File: config.mk
export PLATFORM = sky130hd
export DESIGN_NAME = bank_map_top
export DESIGN_NICKNAME = d
export VERILOG_FILES = /design/src/rtl/bank_map_pkg.sv /design/src/rtl/bank_map_decode.sv /design/src/rtl/bank_map_prg.sv /design/src/rtl/bank_map_chr.sv /design/src/rtl/bank_map_xlate.sv /design/src/rtl/bank_map_top.sv
export SDC_FILE = /design/constraint.sdc
export NUM_CORES = 1
export LEC_CHECK = 0
export ABC_AREA = 1
export BUFFER_PORTS_ARGS = -buffer_cell sky130_fd_sc_hd__buf_2
export CORE_ASPECT_RATIO = 0.75
export CORE_MARGIN = 10
export CORE_UTILIZATION = 30
export CTS_CLUSTER_SIZE = 16
export DETAILED_ROUTE_END_ITERATION = 10
export SLEW_MARGIN = 20
export SYNTH_ARGS = -nofsm -noshare
export SYNTH_HDL_FRONTEND = slang
export SYNTH_HIERARCHICAL = 1
export SYNTH_SLANG_ARGS = --single-unit
File: constraint.sdc
create_clock -name clk_i -period 2.75 [get_ports clk_i]
set_input_delay 0.4125 -clock clk_i [delete_from_list [all_inputs] [get_ports clk_i]]
set_output_delay 0.4125 -clock clk_i [all_outputs]
set_load 0.01 [all_outputs]
File: src/rtl/bank_map_pkg.sv
package bank_map_pkg;
  localparam int ADDR_W      = 16;
  localparam int DATA_W      = 8;
  localparam int NIB_W       = DATA_W / 2;
  localparam int PRG_WIN     = 4;
  localparam int CHR_WIN     = 8;
  localparam int PRG_PAGE_AW = 13;
  localparam int CHR_PAGE_AW = 10;
  localparam int CHR_SEL_W   = $clog2(CHR_WIN);
  localparam int PRG_SEL_W   = $clog2(PRG_WIN);
  localparam int PPU_AW      = CHR_PAGE_AW + CHR_SEL_W;

  typedef enum logic [1:0] {
    MIR_VERT   = 2'd0,
    MIR_HORZ   = 2'd1,
    MIR_SCR_LO = 2'd2,
    MIR_SCR_HI = 2'd3
  } mirror_e;

  typedef struct packed {
    logic               prg_sw;
    logic               prg_a;
    logic               ctrl;
    logic               mirr;
    logic [CHR_WIN-1:0] chr_lo;
    logic [CHR_WIN-1:0] chr_hi;
  } wr_stb_t;
endpackage

File: src/rtl/bank_map_decode.sv
module bank_map_decode
  import bank_map_pkg::*;
(
  input  logic              wr_en_i,
  input  logic [ADDR_W-1:0] wr_addr_i,
  output wr_stb_t           stb_o
);
  logic [3:0] grp, off;
  logic prg_sw, prg_a, ctrl, mirr;
  logic [CHR_WIN-1:0] chr_lo, chr_hi;

  assign grp = wr_addr_i[ADDR_W-1 -: 4];
  assign off = wr_addr_i[3:0];

  assign prg_sw = wr_en_i && (grp == 4'h8);
  assign prg_a  = wr_en_i && (grp == 4'hA);
  assign ctrl   = wr_en_i && (grp == 4'h9) && (off == 4'h1 || off == 4'h4);
  assign mirr   = wr_en_i && (grp == 4'h9) && (off == 4'h0);

  // pair k/2 lives in group B+k/2; odd member uses the shifted aliases
  for (genvar k = 0; k < CHR_WIN; k++) begin : g_chr
    localparam int GRP_I = 11 + k / 2;
    logic hit;
    assign hit = wr_en_i && (grp == 4'(GRP_I));
    if (k % 2 == 0) begin : g_even
      assign chr_lo[k] = hit && (off == 4'h0);
      assign chr_hi[k] = hit && (off == 4'h2 || off == 4'h8);
    end else begin : g_odd
      assign chr_lo[k] = hit && (off == 4'h1 || off == 4'h4);
      assign chr_hi[k] = hit && (off == 4'h3 || off == 4'hC);
    end
  end

  assign stb_o = {prg_sw, prg_a, ctrl, mirr, chr_lo, chr_hi};
endmodule

File: src/rtl/bank_map_prg.sv
module bank_map_prg
  import bank_map_pkg::*;
#(
  parameter int PRG_BANKS = 32
) (
  input  logic                      clk_i,
  input  logic                      rst_ni,
  input  wr_stb_t                   stb_i,
  input  logic [DATA_W-1:0]         data_i,
  output logic [PRG_WIN*DATA_W-1:0] prg_bank_o,
  output logic [1:0]                mirror_o
);
  localparam logic [DATA_W-1:0] LAST_PG   = DATA_W'(PRG_BANKS - 1);
  localparam logic [DATA_W-1:0] PENULT_PG = DATA_W'(PRG_BANKS - 2);

  logic [DATA_W-1:0] pg_8_q, pg_a_q, pg_c_q;
  logic              swap_q;
  mirror_e           mir_q;

  always_ff @(posedge clk_i or negedge rst_ni) begin
    if (!rst_ni) begin
      pg_8_q <= '0;
      pg_a_q <= '0;
      pg_c_q <= PENULT_PG;
      swap_q <= 1'b0;
      mir_q  <= MIR_VERT;
    end else begin
      if (stb_i.prg_sw) begin
        if (swap_q) pg_c_q <= data_i;
        else        pg_8_q <= data_i;
      end
      if (stb_i.prg_a) pg_a_q <= data_i;
      if (stb_i.ctrl) begin
        swap_q <= data_i[1];
        if (data_i[1] != swap_q) begin
          pg_8_q <= pg_c_q;
          pg_c_q <= pg_8_q;
        end
      end
      if (stb_i.mirr) mir_q <= mirror_e'(data_i[1:0]);
    end
  end

  assign prg_bank_o = {LAST_PG, pg_c_q, pg_a_q, pg_8_q};
  assign mirror_o   = mir_q;

  a_r4_swap_exchange: assert property (@(posedge clk_i) disable iff (!rst_ni)
    (stb_i.ctrl && data_i[1] != swap_q) |=> (pg_8_q == $past(pg_c_q) && pg_c_q == $past(pg_8_q)));

  a_r3_swapped_target: assert property (@(posedge clk_i) disable iff (!rst_ni)
    (stb_i.prg_sw && swap_q) |=> (pg_c_q == $past(data_i) && $stable(pg_8_q)));

  a_r5_mirror_load: assert property (@(posedge clk_i) disable iff (!rst_ni)
    stb_i.mirr |=> (mirror_o == $past(data_i[1:0])));
endmodule

File: src/rtl/bank_map_chr.sv
module bank_map_chr
  import bank_map_pkg::*;
(
  input  logic                      clk_i,
  input  logic                      rst_ni,
  input  wr_stb_t                   stb_i,
  input  logic [DATA_W-1:0]         data_i,
  output logic [CHR_WIN*DATA_W-1:0] chr_bank_o
);
  for (genvar k = 0; k < CHR_WIN; k++) begin : g_reg
    logic [NIB_W-1:0] lo_q, hi_q;

    always_ff @(posedge clk_i or negedge rst_ni) begin
      if (!rst_ni) begin
        lo_q <= '0;
        hi_q <= '0;
      end else begin
        if (stb_i.chr_lo[k]) lo_q <= data_i[NIB_W-1:0];
        if (stb_i.chr_hi[k]) hi_q <= data_i[NIB_W-1:0];
      end
    end

    assign chr_bank_o[k*DATA_W +: DATA_W] = {hi_q, lo_q};

    a_r6_low_nibble: assert property (@(posedge clk_i) disable iff (!rst_ni)
      stb_i.chr_lo[k] |=> (chr_bank_o[k*DATA_W +: NIB_W] == $past(data_i[NIB_W-1:0])
                           && $stable(chr_bank_o[k*DATA_W+NIB_W +: NIB_W])));
  end
endmodule

File: src/rtl/bank_map_xlate.sv
module bank_map_xlate
  import bank_map_pkg::*;
(
  input  logic [PRG_WIN*DATA_W-1:0]      prg_bank_i,
  input  logic [CHR_WIN*DATA_W-1:0]      chr_bank_i,
  input  logic [ADDR_W-1:0]              cpu_addr_i,
  input  logic [PPU_AW-1:0]              ppu_addr_i,
  output logic [DATA_W+PRG_PAGE_AW-1:0]  prg_addr_o,
  output logic [DATA_W+CHR_PAGE_AW-1:0]  chr_addr_o
);
  logic [PRG_SEL_W-1:0] prg_win;
  logic [CHR_SEL_W-1:0] chr_win;

  assign prg_win    = cpu_addr_i[PRG_PAGE_AW +: PRG_SEL_W];
  assign chr_win    = ppu_addr_i[CHR_PAGE_AW +: CHR_SEL_W];
  assign prg_addr_o = {prg_bank_i[prg_win*DATA_W +: DATA_W], cpu_addr_i[PRG_PAGE_AW-1:0]};
  assign chr_addr_o = {chr_bank_i[chr_win*DATA_W +: DATA_W], ppu_addr_i[CHR_PAGE_AW-1:0]};
endmodule

File: src/rtl/bank_map_top.sv
module bank_map_top
  import bank_map_pkg::*;
#(
  parameter int PRG_BANKS = 32
) (
  input  logic                              clk_i,
  input  logic                              rst_ni,
  input  logic                              wr_en_i,
  input  logic [ADDR_W-1:0]                 wr_addr_i,
  input  logic [DATA_W-1:0]                 wr_data_i,
  input  logic [ADDR_W-1:0]                 cpu_addr_i,
  input  logic [PPU_AW-1:0]                 ppu_addr_i,
  output logic [PRG_WIN*DATA_W-1:0]         prg_bank_o,
  output logic [CHR_WIN*DATA_W-1:0]         chr_bank_o,
  output logic [1:0]                        mirror_o,
  output logic [DATA_W+PRG_PAGE_AW-1:0]     prg_addr_o,
  output logic [DATA_W+CHR_PAGE_AW-1:0]     chr_addr_o
);
  wr_stb_t stb;

  bank_map_decode u_decode (
    .wr_en_i  (wr_en_i),
    .wr_addr_i(wr_addr_i),
    .stb_o    (stb)
  );

  bank_map_prg #(.PRG_BANKS(PRG_BANKS)) u_prg (
    .clk_i     (clk_i),
    .rst_ni    (rst_ni),
    .stb_i     (stb),
    .data_i    (wr_data_i),
    .prg_bank_o(prg_bank_o),
    .mirror_o  (mirror_o)
  );

  bank_map_chr u_chr (
    .clk_i     (clk_i),
    .rst_ni    (rst_ni),
    .stb_i     (stb),
    .data_i    (wr_data_i),
    .chr_bank_o(chr_bank_o)
  );

  bank_map_xlate u_xlate (
    .prg_bank_i(prg_bank_o),
    .chr_bank_i(chr_bank_o),
    .cpu_addr_i(cpu_addr_i),
    .ppu_addr_i(ppu_addr_i),
    .prg_addr_o(prg_addr_o),
    .chr_addr_o(chr_addr_o)
  );

  a_r9_idle_hold: assert property (@(posedge clk_i) disable iff (!rst_ni)
    !wr_en_i |=> ($stable(prg_bank_o) && $stable(chr_bank_o) && $stable(mirror_o)));

  a_r8_last_window: assert property (@(posedge clk_i) disable iff (!rst_ni)
    $stable(prg_bank_o[3*DATA_W +: DATA_W]));
endmodule

==> qor.yml <==
dp_hpwl_um: 12900
antenna_found_initial: 0
cp_cell_sequence: "buf_2 > inv_4 > nand2_2 > nand3_1 > nand2_1 > nand2_1 > nand2_1 > buf_2"
pwr-share-clk: 0.335
start_util: 0.308
routedWlPerCell_um: 15.8
cts_setup_buffers: 0
design_area_mm2: 0.00627
cts-root-buf: "clkbuf_16"
vias: 4982
hold_class: "in2async"
diodes: 0
die_area_mm2: 0.0242
worst_setup_path_end_kind: "output port"
p_switching_w: 0.00122
cp.arrival_ns: 1.65
grt_pass1_wl_um: 27500
nNetsFinal: 933
vias_per_cell: 4.43
rows: 42
mostFrequentLayoutCell: "nand2_1"
path_delay_family: "buffers and inverters"
critical_path_buf_inv_count: 3
cp.required_ns: 2.34
finalWeightedCongestion: 0.898
tightestPinTransition_ns: 0.645
synth_area_mm2: 0.00549
clk_pin_slew_ns: 0.07
cp_num_cells: 8
layout-drive-gt1-share: 0.217
final_util: 0.352
final_max_slew_viol_count: 0
die_w_um: 176
cts_hold_buf: 0
io_pins: 193
cp_max_fo: 32
path_common_cell: "nand2_1"
synth-seq-area-share: 0.416
firstDrtPassIters: 6
clockBufferDepth: 2
seqCellArea_mm2: 0.00228
cap_violations: 0
fin_skew_ns: 0.00527
syn_inst: 790
finalSetupViolCount: 0
ff2ff_setup_slack_ns: 1.05
postPlaceCellArea_mm2: 0.00597
r2r_cells: 6
grt_overflow_total: 0
fin_tns_setup_ns: 0
worstSetupEndpoint: "chr_addr_o[11]"
nFillCells: 1950
ant_nets: 0
relSlewSlack: 0.568
leakage_nw: 3.64
crit_start: "ppu_addr_i[10]"
hold_viol_final: 0
cts_buffers: 9
ys_seq_elements: 91
vdd_ir_drop_max_uv: 239
core_area_mm2: 0.0178
cts_tree: "yes"
drcViolationCount: 0
regToRegEndpoint: "u_prg/pg_c_q[0]$_DFF_PN0_"
fin_total_pwr_w: 0.00375
yosysWarnings: 6
crit_path_top_delay_cell: "buf_2"
h-tree-depth: 3
die_h_um: 137
clkSinkCount: 91
grt_usage: 0.147
synth_cell_types: 23
p_comb_frac: 0.217
portBuffers: 129
reg2reg_from: "u_prg/swap_q$_DFFE_PN0P_"
min_period_ns: 2.06
mostFrequentLayoutCells: "nand2_1, buf_2, inv_1, dfrtp_1, nand3_1"
grt_pass1_vias: 4765
power.internal_w: 0.00253
insertion_delay_ns: 0.35
rsz0062_at_grt: "no"
status: "complete, no violations"
drt_iter0_markers: 644
powerDensity_mw_per_mm2: 598
seqPwrFrac: 0.448
cts.repair.resized: 0
multiInputGateArea_mm2: 0.00230
grt_max_degree: 44
syn_area_per_cell_um2: 6.95
syn2layout_area_growth_pct: 14.2
cpPeakStageDelay_ns: 0.34
fmax_mhz: 486
wl_um: 17700
worstSetupPathType: "in2out"
fin_crit_sh: 0.749
start_kind: "primary input"
p_sw_frac: 0.324
through the flow:
step / hold WS, ns / cells / setup slack, ns
4_1_cts: 0.0807 / 1124 / 0.710
3_3_place_gp: 0.469 / 1108 / 0.745
3_5_place_dp: 0.461 / 1108 / 0.711
6_report: 0.0673 / 1124 / 0.691
2_1_floorplan: 0.117 / 796 / 1.30
5_1_grt: 0.100 / 1124 / 0.582
per-layer routing:
metal,global-route usage,share of wire,routed length [µm],up-vias
li1,-,-,-,2502
met1,0.201,0.46,8120,2286
met2,0.214,0.44,7740,185
met3,0.0573,0.096,1700,9
met4,0.0324,0.0099,176,0
met5,0,0,0,-
synthesized netlist by cell type:
cell     instances  area [µm²]
a21oi_1          2        10.0
nand2_4          3        33.8
inv_2            4        15.0
nand2_1        366        1370
nor2_2           3        18.8
inv_4            1        6.26
dfstp_2          4         105
dfrtp_1         87        2180
buf_8            2        30.0
inv_1           96         360
buf_6           16         180
nand3_1         64         320
buf_4           40         300
o22ai_1          8        50.1
nand3_2          3        30.0
nor2_4           1        11.3
o21ai_1          2        10.0
buf_2            7        35.0
nor2_1          41         154
conb_1           2        7.51
o21ai_0         15        75.1
nand2_2         15        93.8
mux2_2           8        90.1
logic make-up (layout without fill, tap and decap cells):
kind of cell	count (synthesis)	after routing	synth area share
AO/OA/AOI/OAI	27	27	0.0264
multiplexers	8	8	0.0164
flip-flops	91	91	0.416
buffers and inverters	166	252	0.169
other	2	8	0.00137
AND/OR/NAND/NOR	496	496	0.371
worst min path at each step:
stage,endpoint,slack [ns],cells after the start
after floorplan,u_chr/g_reg[0].hi_q[0]$_DFFE_PN0P_,0.12,0
after global placement,u_chr/g_reg[0].lo_q[0]$_DFFE_PN0P_,0.47,1
after detailed placement,u_chr/g_reg[0].lo_q[2]$_DFFE_PN0P_,0.46,1
after CTS,u_chr/g_reg[3].lo_q[2]$_DFFE_PN0P_,0.08,1
after global routing,u_chr/g_reg[3].lo_q[2]$_DFFE_PN0P_,0.10,1
final,u_chr/g_reg[3].lo_q[1]$_DFFE_PN0P_,0.07,1
power groups by stage:
stage / Clock [W] / Combinational [W] / Sequential (W)
finish: 0.00126 / 0.000812 / 0.00168
global route: 0.00135 / 0.000918 / 0.00170
CTS: 0.00130 / 0.000820 / 0.00168
detailed placement: 0 / 0.000818 / 0.00170
global placement: 0 / 0.000812 / 0.00170
floorplan: 0 / 0.000463 / 0.00172
flip-flops by register name, summed over array words and instances, names as in the netlist:
register / count
u_chr/g.hi_q: 32
u_chr/g.lo_q: 32
u_prg/mirror_o: 2
u_prg/pg_8_q: 8
u_prg/pg_a_q: 8
u_prg/pg_c_q: 8
u_prg/swap_q: 1
layout make-up:
class	count	share of cell area
flip-flops and latches	91	0.364
well taps	242	0.0483
clock inverters	4	0.00798
clock buffers	12	0.0393
inverters	101	0.0609
repair buffers	135	0.113
multi-input cells	539	0.367
No activity file was read; power rests on OpenSTA's default activity.
